## src/rtl/seqdet_pkg.sv

```systemverilog
package seqdet_pkg;

  localparam int WIN_W = 3;
  localparam int HIST_W = WIN_W - 1;

  // Start states for a partial history, then one state per two-bit history
  typedef enum logic [2:0] {
    ST_EMPTY = 3'd0,
    ST_S0    = 3'd1,
    ST_S1    = 3'd2,
    ST_H00   = 3'd4,
    ST_H01   = 3'd5,
    ST_H10   = 3'd6,
    ST_H11   = 3'd7
  } seq_state_t;

  function automatic logic is_full(input seq_state_t s);
    return (s == ST_H00) || (s == ST_H01) || (s == ST_H10) || (s == ST_H11);
  endfunction

  // Two remembered bits, older bit in the MSB
  function automatic logic [HIST_W-1:0] hist_bits(input seq_state_t s);
    logic [HIST_W-1:0] h;
    case (s)
      ST_H00:  h = 2'b00;
      ST_H01:  h = 2'b01;
      ST_H10:  h = 2'b10;
      ST_H11:  h = 2'b11;
      default: h = 2'b00;
    endcase
    return h;
  endfunction

  function automatic seq_state_t full_state(input logic [HIST_W-1:0] h);
    seq_state_t s;
    case (h)
      2'b00:   s = ST_H00;
      2'b01:   s = ST_H01;
      2'b10:   s = ST_H10;
      default: s = ST_H11;
    endcase
    return s;
  endfunction

endpackage

```

## src/rtl/seqdet_history.sv

```systemverilog
module seqdet_history
  import seqdet_pkg::*;
(
  input  logic       clk,
  input  logic       rst,
  input  logic       bit_i,
  output seq_state_t state_o
);

  seq_state_t cur_q;
  seq_state_t nxt;

  always_comb begin
    case (cur_q)
      ST_EMPTY: nxt = bit_i ? ST_S1 : ST_S0;
      ST_S0:    nxt = bit_i ? ST_H01 : ST_H00;
      ST_S1:    nxt = bit_i ? ST_H11 : ST_H10;
      ST_H00, ST_H01, ST_H10, ST_H11:
                nxt = full_state({hist_bits(cur_q)[0], bit_i});
      default:  nxt = ST_EMPTY;
    endcase
  end

  always_ff @(posedge clk) begin
    if (rst) cur_q <= ST_EMPTY;
    else     cur_q <= nxt;
  end

  assign state_o = cur_q;


  rst_empty_chk: assert property (@(posedge clk) rst |=> (cur_q == ST_EMPTY));


  start_walk_chk: assert property (@(posedge clk) disable iff (rst)
    (cur_q == ST_EMPTY) |=> (cur_q == ST_S0 || cur_q == ST_S1));

endmodule

```

## src/rtl/seqdet_match.sv

```systemverilog
module seqdet_match
  import seqdet_pkg::*;
#(
  parameter int NPAT = 2,
  parameter logic [NPAT-1:0][WIN_W-1:0] PATS = {3'b110, 3'b001}
)(
  input  logic       clk,
  input  logic       rst,
  input  seq_state_t state_i,
  input  logic       bit_i,
  output logic       hit_o
);

  logic [WIN_W-1:0] window;
  logic [NPAT-1:0]  pat_hit;
  logic             hit_d;
  logic             hit_q;

  assign window = {hist_bits(state_i), bit_i};

  for (genvar p = 0; p < NPAT; p++) begin : g_pat
    assign pat_hit[p] = (window == PATS[p]);
  end

  assign hit_d = is_full(state_i) && (|pat_hit);

  always_ff @(posedge clk) begin
    if (rst) hit_q <= 1'b0;
    else     hit_q <= hit_d;
  end

  assign hit_o = hit_q;


  rst_hit_chk: assert property (@(posedge clk) rst |=> !hit_q);

endmodule

```

## src/rtl/dual_pattern_detector.sv

```systemverilog
module dual_pattern_detector
  import seqdet_pkg::*;
#(
  parameter logic [WIN_W-1:0] PAT_A = 3'b001,
  parameter logic [WIN_W-1:0] PAT_B = 3'b110
)(
  input  logic clk,
  input  logic rst,
  input  logic bit_i,
  output logic hit_o
);

  seq_state_t st;

  seqdet_history u_hist (
    .clk     (clk),
    .rst     (rst),
    .bit_i   (bit_i),
    .state_o (st)
  );

  seqdet_match #(
    .NPAT (2),
    .PATS ({PAT_B, PAT_A})
  ) u_match (
    .clk     (clk),
    .rst     (rst),
    .state_i (st),
    .bit_i   (bit_i),
    .hit_o   (hit_o)
  );


  pat_a_chk: assert property (@(posedge clk) disable iff (rst)
    (st == ST_H00 && bit_i) |=> hit_o);


  pat_b_chk: assert property (@(posedge clk) disable iff (rst)
    (st == ST_H11 && !bit_i) |=> hit_o);


  no_false_chk: assert property (@(posedge clk) disable iff (rst)
    ((st == ST_H01) || (st == ST_H10) || (st == ST_H00 && !bit_i)
     || (st == ST_H11 && bit_i)) |=> !hit_o);


  partial_quiet_chk: assert property (@(posedge clk) disable iff (rst)
    (!is_full(st)) |=> !hit_o);

endmodule

```

## config.mk

```make
export PLATFORM = sky130hd
export DESIGN_NAME = dual_pattern_detector
export DESIGN_NICKNAME = d
export VERILOG_FILES = /design/src/rtl/seqdet_pkg.sv /design/src/rtl/seqdet_history.sv /design/src/rtl/seqdet_match.sv /design/src/rtl/dual_pattern_detector.sv
export SDC_FILE = /design/constraint.sdc
export NUM_CORES = 1
export LEC_CHECK = 0
export ABC_AREA = 0
export CORE_AREA = 3 3 40 42
export DETAILED_ROUTE_END_ITERATION = 10
export DIE_AREA = 0 0 43 45
export SLEW_MARGIN = 20
export SYNTH_ARGS = -nofsm -noshare
export SYNTH_HDL_FRONTEND = slang
export SYNTH_HIERARCHICAL = 1
export SYNTH_SLANG_ARGS = --single-unit
export TNS_END_PERCENT = 30
```

## constraint.sdc

```tcl
create_clock -name clk -period 1 [get_ports clk]
set_input_delay 0.1 -clock clk [delete_from_list [all_inputs] [get_ports clk]]
set_output_delay 0.1 -clock clk [all_outputs]
set_load 0.005 [all_outputs]
```

==> results.py <==
metrics = {
    "run_status": {
        "status": "finished clean",
    },
    "synth": {
        "ys_types": 14,
        "synth_nets": 24,
        "avgSynthCellArea_um2": 8.70,
        "syn_area_um2": 183,
        "yosys-top-cells-area": "dfxtp_1 (44%), nor2_1 (6.2%), a21oi_1 (5.5%)",
        "synth_warnings": 6,
        "synth-seq-area-share": 0.438,
        "syn_inst": 21,
        "synth_top_area_frac": 0.438,
        "yosys.area.top_type": "dfxtp_1",
        "synth-seq-cells": 4,
    },
    "worst_setup_path": {
        "path_max_fanout": 7,
        "critPathLaunchType": "register",
        "crit_path_start": "u_hist/state_o[0]",
        "critical_path_class": "register to register",
        "critical_path_arrival_ns": 1.09,
        "timing.rr.start": "u_hist/state_o[0]",
        "crit_path_end_kind": "register",
        "worstPathRequired_ns": 1.17,
    },
    "route": {
        "vias_per_cell": 3.95,
        "first_pass_iters": 2,
        "routed_wl_um": 380,
        "vias": 170,
        "drc": 0,
        "dr.first_iter.drc_count": 2,
        "wl_per_cell_um": 8.84,
        "drtAntennaViolNets": 0,
    },
    "timing": {
        "fin_crit_sh": 0.920,
        "fmax_mhz": 1090,
        "slew_headroom": 0.862,
        "grt_setup_unrepaired": "no",
        "skew_ns": 0.00142,
        "slew_violations": 0,
        "hold_violations": 0,
        "setup-violations-final": 0,
        "tightest_slew_ns": 0.207,
        "layout_min_cycle_time_ns": 0.920,
    },
    "global_route": {
        "grt_pass1_vias": 156,
        "grtUsageMet1": 0.0700,
        "grt.total_usage": 0.0558,
        "grt.met2_usage": 0.0599,
        "antenna_found_initial": 0,
        "grt_first_pass_wirelength_um": 717,
        "grt-ovfl-total": 0,
        "grt_max_degree": 8,
        "grt.busiest_layer": "met1",
        "grt.met3_usage": 0.0478,
    },
    "floorplan": {
        "die_h_um": 45,
        "start_util": 0.142,
        "rows": 13,
        "die_w_um": 43,
        "io_pins": 4,
        "die_area_mm2": 0.00194,
        "core_mm2": 0.00128,
    },
    "placed_design": {
        "gp_congestion": 0.687,
        "port_buffers": 3,
        "place_area_um2": 239,
    },
    "cts": {
        "insertion_delay_ns": 0.23,
        "cts_buffer_depth": 2,
        "cts-buffers-inserted": 3,
        "cts_setup_buffers": 0,
        "cts_max_level": 1,
        "clock-root-buffer": "clkbuf_4",
        "cts_num_sinks": 4,
        "clkSlewWorstSetupHoldPaths_ns": 0.04,
        "cts_tree": "done",
    },
    "layout": {
        "drive_above_1_share": 0.321,
        "diodes": 0,
        "final_area_um2": 265,
        "area_growth_pct": 45.2,
        "final_core_util": 0.206,
        "layout_common_cells": "clkbuf_4 (3), nor2_1 (3), dfxtp_1 (3)",
        "fillers": 144,
        "finalNetCount": 33,
    },
    "flow_run": {
        "max-cap-violations": 0,
    },
    "worst_hold_path": {
        "hp-start": "rst",
        "hp-class": "primary input to register",
    },
    "power": {
        "p_leak_nw": 0.0998,
        "p_switching_uw": 148,
        "p_clk_frac": 0.366,
        "power_uw": 533,
        "intPower_uw": 384,
        "powerDensity_mw_per_mm2": 2010,
        "ir_drop_v": 0.000597,
        "p_sw_frac": 0.279,
        "comb_power_share": 0.206,
        "pwr-share-seq": 0.429,
    },
}
==> through the flow <==
step	setup WS, ns	TNS (ns)	hold WS, ns	instances
2_1_floorplan	0.109	0	0.162	21
3_3_place_gp	-0.134	-0.281	0.516	40
5_1_grt	0.00296	0	0.519	43
6_report	0.0797	0	0.503	43
3_5_place_dp	-0.136	-0.295	0.524	40
4_1_cts	0.0511	0	0.512	43
==> power by group through the flow <==
| stage | Clock [mW] | Sequential [mW] | Combinational [mW] |
|---|---|---|---|
| after floorplan | 0 | 0.220 | 0.0781 |
| after global placement | 0 | 0.229 | 0.105 |
| after detailed placement | 0 | 0.229 | 0.108 |
| after CTS | 0.207 | 0.227 | 0.107 |
| after global routing | 0.229 | 0.236 | 0.127 |
| final | 0.195 | 0.228 | 0.110 |
==> Yosys cell counts <==
cell type / instances
nor2b_1: 1
o21ai_2: 1
o21ai_0: 1
nand3b_1: 1
dfxtp_1: 4
nor2b_2: 1
nand2_1: 2
nor3_1: 1
or3b_1: 1
a21oi_2: 1
nand2b_1: 1
a2bb2oi_1: 1
nor2_1: 3
a21oi_1: 2
==> cell type report <==
type | instances | area (µm²) | share of cell area
Clock buffer | 3 | 22.5 | 0.0849
Multi-Input combinational cell | 17 | 106 | 0.401
Sequential cell | 4 | 81.3 | 0.307
Tap cell | 15 | 18.8 | 0.0708
Timing Repair Buffer | 4 | 36.3 | 0.137
==> repair_timing <==
item / CTS / global route
endpoints found under the hold margin: 0 / 0
endpoints found under the setup margin: 1 / 1
hold buffers: 0 / 0
resized for setup: 1 / 2
==> state kept, by name, indices dropped and copies added (netlist names) <==
signal          flops
u_hist/state_o      3
u_match/hit_o       1
==> cells by family after synthesis <==
family             count (synthesis)  synth area share
AOI/OAI and AO/OA                  6             0.226
and+or+nand+nor                   11             0.336
DFF                                4             0.438
==> path summary, 6_finish.rpt <==
check | slack [ns] | cells after the start | end
worst min register to register | 0.51 | 2 | u_hist/state_o[1]
worst max-delay path | 0.08 | 2 | u_match/hit_o
worst max register to register | 0.08 | 2 | u_match/hit_o
worst min-delay path | 0.50 | 2 | u_hist/state_o[0]
==> critical path, cell delays in order (launching register included) <==
cell and delay [ns]:
dfxtp_2 0.34, or3b_1 0.39, a21oi_2 0.13
==> per-layer routing <==
metal	up-vias	part of all wire	wire length, µm
met1	78	0.49	188
met4	0	0	0
met5	-	0	0
li1	88	-	-
met3	0	0.029	11
met2	4	0.48	181
(Power assumes the default switching activity.)
